<file path="config.mk">
export PLATFORM = sky130hd
export DESIGN_NAME = tlb_assoc
export DESIGN_NICKNAME = d
export VERILOG_FILES = /design/src/rtl/tlb_assoc.sv
export SDC_FILE = /design/constraint.sdc
export NUM_CORES = 2
export LEC_CHECK = 0
export ABC_AREA = 0
export ABC_CLOCK_PERIOD_IN_PS = 7450
export BUFFER_PORTS_ARGS = -buffer_cell sky130_fd_sc_hd__buf_2
export CAP_MARGIN = 10
export CORE_UTILIZATION = 60
export DETAILED_ROUTE_END_ITERATION = 7
export GPL_TIMING_DRIVEN = 0
export PLACE_DENSITY = 0.77
export SLEW_MARGIN = 0
export SYNTH_ARGS = -nofsm -noshare
export SYNTH_HDL_FRONTEND = slang
export SYNTH_SLANG_ARGS = --single-unit
</file>
<file path="constraint.sdc">
create_clock -name clk -period 7.45 [get_ports clk]
set_input_delay 0.745 -clock clk [delete_from_list [all_inputs] [get_ports clk]]
set_output_delay 0.745 -clock clk [all_outputs]
set_load 0.05 [all_outputs]
</file>
<file path="src/rtl/tlb_assoc.sv">
module tlb_assoc #(
  parameter int ENTRIES = 32,
  parameter int AW      = 32,
  parameter int PGB     = 12
) (
  input  logic                       clk,
  input  logic                       rst_n,
  input  logic                       cam_we,
  input  logic [AW-1:0]              cam_wdata,
  input  logic                       ram_we,
  input  logic [AW-1:0]              ram_wdata,
  input  logic                       lock_we,
  input  logic [$clog2(ENTRIES)-1:0] lock_base_i,
  input  logic [$clog2(ENTRIES)-1:0] lock_victim_i,
  input  logic                       load_i,
  input  logic                       flush_one_i,
  input  logic                       flush_all_i,
  input  logic [AW-1:0]              va_i,
  output logic [AW-1:0]              pa_o,
  output logic                       hit_o,
  output logic                       endian_o,
  output logic [1:0]                 elsize_o,
  output logic                       mixed_o,
  output logic [$clog2(ENTRIES)-1:0] lock_base_o,
  output logic [$clog2(ENTRIES)-1:0] victim_o
);
  localparam int IW = $clog2(ENTRIES);
  localparam int TW = AW - PGB;
  localparam logic [IW-1:0] LAST = IW'(ENTRIES - 1);

  function automatic logic [TW-1:0] size_mask(input logic [1:0] code);
    case (code)
      2'd0:    size_mask = {{(AW-20){1'b1}}, {(20-PGB){1'b0}}};
      2'd1:    size_mask = {{(AW-16){1'b1}}, {(16-PGB){1'b0}}};
      2'd2:    size_mask = {TW{1'b1}};
      default: size_mask = {{(AW-24){1'b1}}, {(24-PGB){1'b0}}};
    endcase
  endfunction

  logic [TW-1:0] st_tag, st_ppn;
  logic [1:0]    st_sz, st_esz;
  logic          st_vld, st_keep, st_end, st_mix;

  logic [TW-1:0] vtag_q [ENTRIES];
  logic [TW-1:0] ppn_q  [ENTRIES];
  logic [1:0]    sz_q   [ENTRIES];
  logic [3:0]    att_q  [ENTRIES];
  logic [ENTRIES-1:0] vld_q, keep_q, vld_nx, fmatch, hitv;
  logic [IW-1:0] base_q, vic_q, sel;

  logic unused_bits;
  assign unused_bits = ^{cam_wdata[PGB-1:4], ram_wdata[PGB-1:10], ram_wdata[5:0]};

  for (genvar i = 0; i < ENTRIES; i++) begin : g_cmp
    assign fmatch[i] = vld_q[i] && (sz_q[i] == st_sz) &&
                       (((vtag_q[i] ^ st_tag) & size_mask(st_sz)) == '0);
    assign hitv[i]   = vld_q[i] &&
                       (((vtag_q[i] ^ va_i[AW-1:PGB]) & size_mask(sz_q[i])) == '0);
  end

  always_comb begin
    vld_nx = vld_q;
    if (flush_all_i) vld_nx = vld_nx & keep_q;
    if (flush_one_i) vld_nx = vld_nx & ~fmatch;
    if (load_i)      vld_nx[vic_q] = st_vld;
  end

  always_ff @(posedge clk or negedge rst_n) begin
    if (!rst_n) begin
      {st_tag, st_sz, st_vld, st_keep} <= '0;
      {st_ppn, st_end, st_esz, st_mix} <= '0;
      vld_q  <= '0;
      keep_q <= '0;
      base_q <= '0;
      vic_q  <= '0;
    end else begin
      if (cam_we) begin
        st_tag  <= cam_wdata[AW-1:PGB];
        st_keep <= cam_wdata[3];
        st_vld  <= cam_wdata[2];
        st_sz   <= cam_wdata[1:0];
      end
      if (ram_we) begin
        st_ppn <= ram_wdata[AW-1:PGB];
        st_end <= ram_wdata[9];
        st_esz <= ram_wdata[8:7];
        st_mix <= ram_wdata[6];
      end
      vld_q <= vld_nx;
      if (load_i) keep_q[vic_q] <= st_keep;
      if (lock_we) begin
        base_q <= lock_base_i;
        vic_q  <= lock_victim_i;
      end else if (load_i) begin
        vic_q <= (vic_q == LAST) ? base_q : vic_q + 1'b1;
      end
    end
  end

  always_ff @(posedge clk) begin
    if (load_i) begin
      vtag_q[vic_q] <= st_tag;
      sz_q[vic_q]   <= st_sz;
      ppn_q[vic_q]  <= st_ppn;
      att_q[vic_q]  <= {st_end, st_esz, st_mix};
    end
  end

  always_comb begin
    sel = '0;
    for (int i = ENTRIES - 1; i >= 0; i--)
      if (hitv[i]) sel = IW'(i);
  end

  logic [TW-1:0] m_sel;
  assign m_sel = size_mask(sz_q[sel]);
  assign hit_o = |hitv;
  assign pa_o  = hit_o ? {(ppn_q[sel] & m_sel) | (va_i[AW-1:PGB] & ~m_sel), va_i[PGB-1:0]} : '0;
  assign {endian_o, elsize_o, mixed_o} = hit_o ? att_q[sel] : 4'd0;
  assign lock_base_o = base_q;
  assign victim_o    = vic_q;
endmodule


</file>
==> tab_implementation.tex <==
\begin{tabular}{lr}
\hline
Metric & Value \\
\hline
\multicolumn{2}{l}{\textbf{Run status}} \\
Outcome & finished, violations left \\
Failing checks & design-rule violations, negative setup slack \\
\multicolumn{2}{l}{\textbf{STA}} \\
Clock Skew & 40.1 ps \\
Normalized max-slew margin & 3.02\% \\
Number of failing setup endpoints in the final timing report & 12 \\
Final Hold Vio Count & 0 \\
Max-slew violation count & 0 \\
Slew of the pin with the lowest slew margin & 1440 ps \\
Setup repair after global routing missed its margin & yes \\
Highest Clock Rate & 127 MHz \\
Least setup slack across all paths after layout & -431 ps \\
Final period utilization & 106\% \\
Worst hold-check slack & 135 ps \\
Min Tclk post-route & 7880 ps \\
\multicolumn{2}{l}{\textbf{Hold path}} \\
Type of the tightest min-delay check & in -> reg \\
Cell depth of the worst min-delay path & 3 \\
HP Start & lock\_victim\_i[4] \\
Min-Delay Endpoint & victim\_o[4] \\
\multicolumn{2}{l}{\textbf{Final layout}} \\
Final layout net count & 6,143 \\
Core occupancy in the finished layout & 71.4\% \\
Ratio of cells with drive above 1 in the final layout & 18.5\% \\
Layout area overhead & 17.5\% \\
Final design area excluding fillers & 88,700 sq um \\
\multicolumn{2}{l}{\textbf{GRT}} \\
Grt ovf & 0 \\
Met2 capacity usage during global routing & 64.4\% \\
Global-route met1 utilization & 62.1\% \\
GRT busiest layer & met2 \\
GR Util All Layers & 46.6\% \\
Vias in the first global route & 50,964 \\
Pin count of the biggest net entering global routing & 73 \\
Initial antenna violation count & 24 \\
Met3 Use GR & 19.9\% \\
First-pass GRT wire length & 402,000 microns \\
\multicolumn{2}{l}{\textbf{Logic synthesis}} \\
Synthesized flop and latch total & 1,594 \\
Number of enable-type register cells in the synthesized netlist & 1,472 \\
Number of standard cells after synthesis & 5,451 \\
Mapped Avg Cell Area & 13.8 sq um \\
Prevailing post-synth register cell & edfxtp\_1 \\
Post-synthesis share of cell area spent on xor and xnor gates & 15.6\% \\
Synthesized-area fraction occupied by adder cells & 1.21\% \\
Cell with the most instances after synthesis & edfxtp\_1 \\
Number of nets in the synthesized netlist & 5,638 \\
Sequential share of the synthesized area & 62.6\% \\
Distinct cell type count of the synthesized netlist & 87 \\
List of most frequent post-synthesis cells & 1,472 x edfxtp\_1, 795 x xnor2\_1, 550 x xor2\_1, 391 x nand2\_1, 175 x nand3\_1 \\
Share of cell area taken by muxes after synthesis & 4.20\% \\
Yosys top cell area share & 58.6\% \\
Library cell with the largest summed area after synthesis & edfxtp\_1 \\
Simple-gate share of the synthesized area & 7.99\% \\
Synthesized cell area & 75,500 sq um \\
Largest family of logic cells by synthesized area & XOR/XNOR gates \\
Synth top area cells & edfxtp\_1 59\%, xnor2\_1 9.2\%, xor2\_1 6.4\%, dfrtp\_1 4.0\%, mux2i\_1 2.2\% \\
Synth async-reset ratio & 7.65\% \\
Number of warnings printed during yosys synthesis & 0 \\
Compound-Gate Fraction of Synth Area & 5.80\% \\
\multicolumn{2}{l}{\textbf{Clock tree}} \\
TritonCTS clock tree & built \\
Clock Path Buffers & 3 \\
Cell chosen for the clock root & clkbuf\_16 \\
Source-to-sink clock delay at the later pin of the worst-skew pair & 830 ps \\
H-tree level count & 4 \\
Clock buffers created by TritonCTS & 163 \\
CTS clk-pin slew, worst paths & 60 ps \\
Sinks on Clock Net & 1,594 \\
\multicolumn{2}{l}{\textbf{Critical path}} \\
Type of origin of the critical path & flop \\
Critical Path Sink Type & output port \\
Cells on worst reg2reg path & 9 \\
Path type of the worst setup path & reg -> out \\
Reg2Reg Setup Slack & 1760 ps \\
Arrival time at the worst endpoint & 7140 ps \\
WP data required & 6700 ps \\
R2R Path End & vld\_q[25] \\
Worst r2r src & st\_sz[0] \\
Crit-path max FO & 10 \\
\multicolumn{2}{l}{\textbf{Routing}} \\
Number of design rule violations left after detail routing & 18 \\
Number of antenna-violating nets in the routed design & 0 \\
Wire length after detailed routing & 299,000 microns \\
First DRT Iteration DRCs & 10,817 \\
Wire per inst & 38.7 microns \\
Number of detailed-route iterations in the first pass & 8 \\
Routed via count divided by cell count & 7.07 \\
Count of vias placed by the detailed router & 54,737 \\
\multicolumn{2}{l}{\textbf{Die}} \\
I/O Pins & 161 \\
Placeable core region & 124,000 sq um \\
Floorplan die width & 357 microns \\
Floorplan die height & 357 microns \\
Rows & 129 \\
Area enclosed by the die boundary & 127,000 sq um \\
Starting density of the core & 60.7\% \\
\multicolumn{2}{l}{\textbf{Power}} \\
Comb power frac & 9.3\% \\
Power Internal & 15.3 mW \\
Leakage component of the power & 29.4 nW \\
Portion of total power attributed to the clock network & 39.6\% \\
Switching share of total power & 25.7\% \\
Sequential group share of total power & 51.1\% \\
Worst VDD drop & 0.286 mV \\
Overall power of the completed layout & 20.6 mW \\
Power density normalized to cell area & 232 nW/um\^{}2 \\
Switching component of the power & 5.30 mW \\
\multicolumn{2}{l}{\textbf{Place}} \\
Routability congestion estimate from global placement & 1.07 \\
Half-perimeter wire length after placement & 206,000 microns \\
PortBufs & 121 \\
Worst slack, placed & -2660 ps \\
Placed standard-cell area & 80,100 sq um \\
\multicolumn{2}{l}{\textbf{Flow run}} \\
Max-cap violation count & 0 \\
\hline
\end{tabular}
[placed cells by master (no fill, tap or decap), types with 28 or more instances in the layout]
| master | Yosys | routed |
|---|---|---|
| a21oi_1 | 55 | 48 |
| a31oi_1 | 42 | 40 |
| and3_1 | 56 | 54 |
| buf_1 | 35 | 28 |
| buf_12 | 0 | 89 |
| buf_2 | 68 | 153 |
| buf_4 | 60 | 170 |
| buf_6 | 31 | 54 |
| clkbuf_1 | 133 | 164 |
| clkbuf_16 | 0 | 168 |
| clkinv_2 | 0 | 30 |
| dfrtp_1 | 122 | 110 |
| edfxtp_1 | 1472 | 1472 |
| ha_1 | 73 | 68 |
| inv_1 | 44 | 37 |
| mux2_2 | 131 | 130 |
| mux2i_1 | 169 | 169 |
| nand2_1 | 391 | 386 |
| nand3_1 | 175 | 169 |
| nand4_1 | 160 | 160 |
| nor2_1 | 113 | 71 |
| nor2_4 | 0 | 39 |
| nor4_1 | 121 | 103 |
| o21ai_0 | 93 | 89 |
| o22ai_1 | 33 | 33 |
| o31ai_1 | 34 | 33 |
| xnor2_1 | 795 | 790 |
| xor2_1 | 550 | 550 |
[per-layer routing]
metal | up-vias | wire length (microns)
li1 | 21320 | -
met1 | 26897 | 104000
met2 | 5416 | 122000
met3 | 1088 | 53000
met4 | 16 | 20500
met5 | - | 140
[cells by family (layout without fill, tap and decap cells)]
| kind of cell | after synthesis | count (layout) |
|---|---|---|
| flops | 1594 | 1594 |
| xor+xnor | 1345 | 1345 |
| simple gates | 1185 | 1185 |
| compound gates | 583 | 583 |
| buf+inv | 371 | 1015 |
| mux | 300 | 300 |
| fa+ha+maj | 73 | 73 |
| other cells | 0 | 15 |
[critical path, cell delays in order, from the launching register on]
cell and delay (ps):
edfxtp_1 420, xor2_1 190, nor4_2 490, nand4_1 430
a2111oi_4 330, buf_4 210, o21a_1 150, o21ai_0 130
a211o_4 390, and2_4 160, buf_6 150, nand2_4 130
buf_6 170, buf_2 420, a21oi_1 160, a311oi_2 330
nor3_2 110, ha_4 360, buf_12 120, inv_8 30
nand4_1 130, o311ai_2 110, a221oi_2 320, nand4_1 230
nor4_2 370, buf_4 260
[state kept, by name, indices dropped and copies added, names as in the netlist, 2 cells and up]
signal	cells
ppn_q	640
vtag_q	640
att_q	128
sz_q	64
keep_q	32
vld_q	32
st_ppn	20
st_tag	20
lock_base_o	5
victim_o	5
st_esz	2
st_sz	2
[through the flow]
step	setup TNS [ps]	cells
3_3_place_gp	-43760	7209
3_5_place_dp	-29660	7291
4_1_cts	-270	7706
2_1_floorplan	0	5451
6_report	-3430	7747
5_1_grt	-3060	7732
[power by group through the flow]
stage	sequential, mW	combinational (mW)	clock (mW)
4_1_cts	10.5	1.79	8.07
3_5_place_dp	10.7	1.73	0
2_1_floorplan	10.5	1.01	0
6_report	10.5	1.92	8.16
5_1_grt	10.5	1.95	8.43
3_3_place_gp	10.7	1.61	0
[worst max path at each step]
| stage | startpoint | end | slack [ps] | depth (start not counted) |
|---|---|---|---|---|
| finish | vtag_q[8][15] | pa_o[17] | -430 | 25 |
| detailed placement | va_i[31] | pa_o[19] | -2660 | 26 |
| floorplan | va_i[24] | pa_o[17] | 120 | 25 |
| CTS | vtag_q[15][15] | pa_o[17] | -130 | 23 |
| global placement | va_i[22] | pa_o[20] | -3660 | 24 |
| global route | vtag_q[14][18] | pa_o[17] | -470 | 24 |
[area by class of cell]
class | instances | area [sq um]
Sequential cell | 1594 | 47300
Fill cell | 8036 | 35600
Multi-Input combinational cell | 3486 | 27900
Clock buffer | 223 | 4430
Timing Repair Buffer | 344 | 3720
Buffer | 323 | 2300
Tap cell | 1637 | 2050
Clock inverter | 81 | 797
Inverter | 44 | 180
Antenna cell | 15 | 37.5
[repair_timing]
| action | CTS | global route |
|---|---|---|
| setup buffers | 114 | 21 |
| hold buffers | 1 | 0 |
| resized for setup | 368 | 84 |
| hold endpoints to repair | 44 | 0 |
| pin swaps | 51 | 36 |
| setup endpoints to repair | 24 | 12 |
No activity file was read; power rests on OpenSTA's default activity.
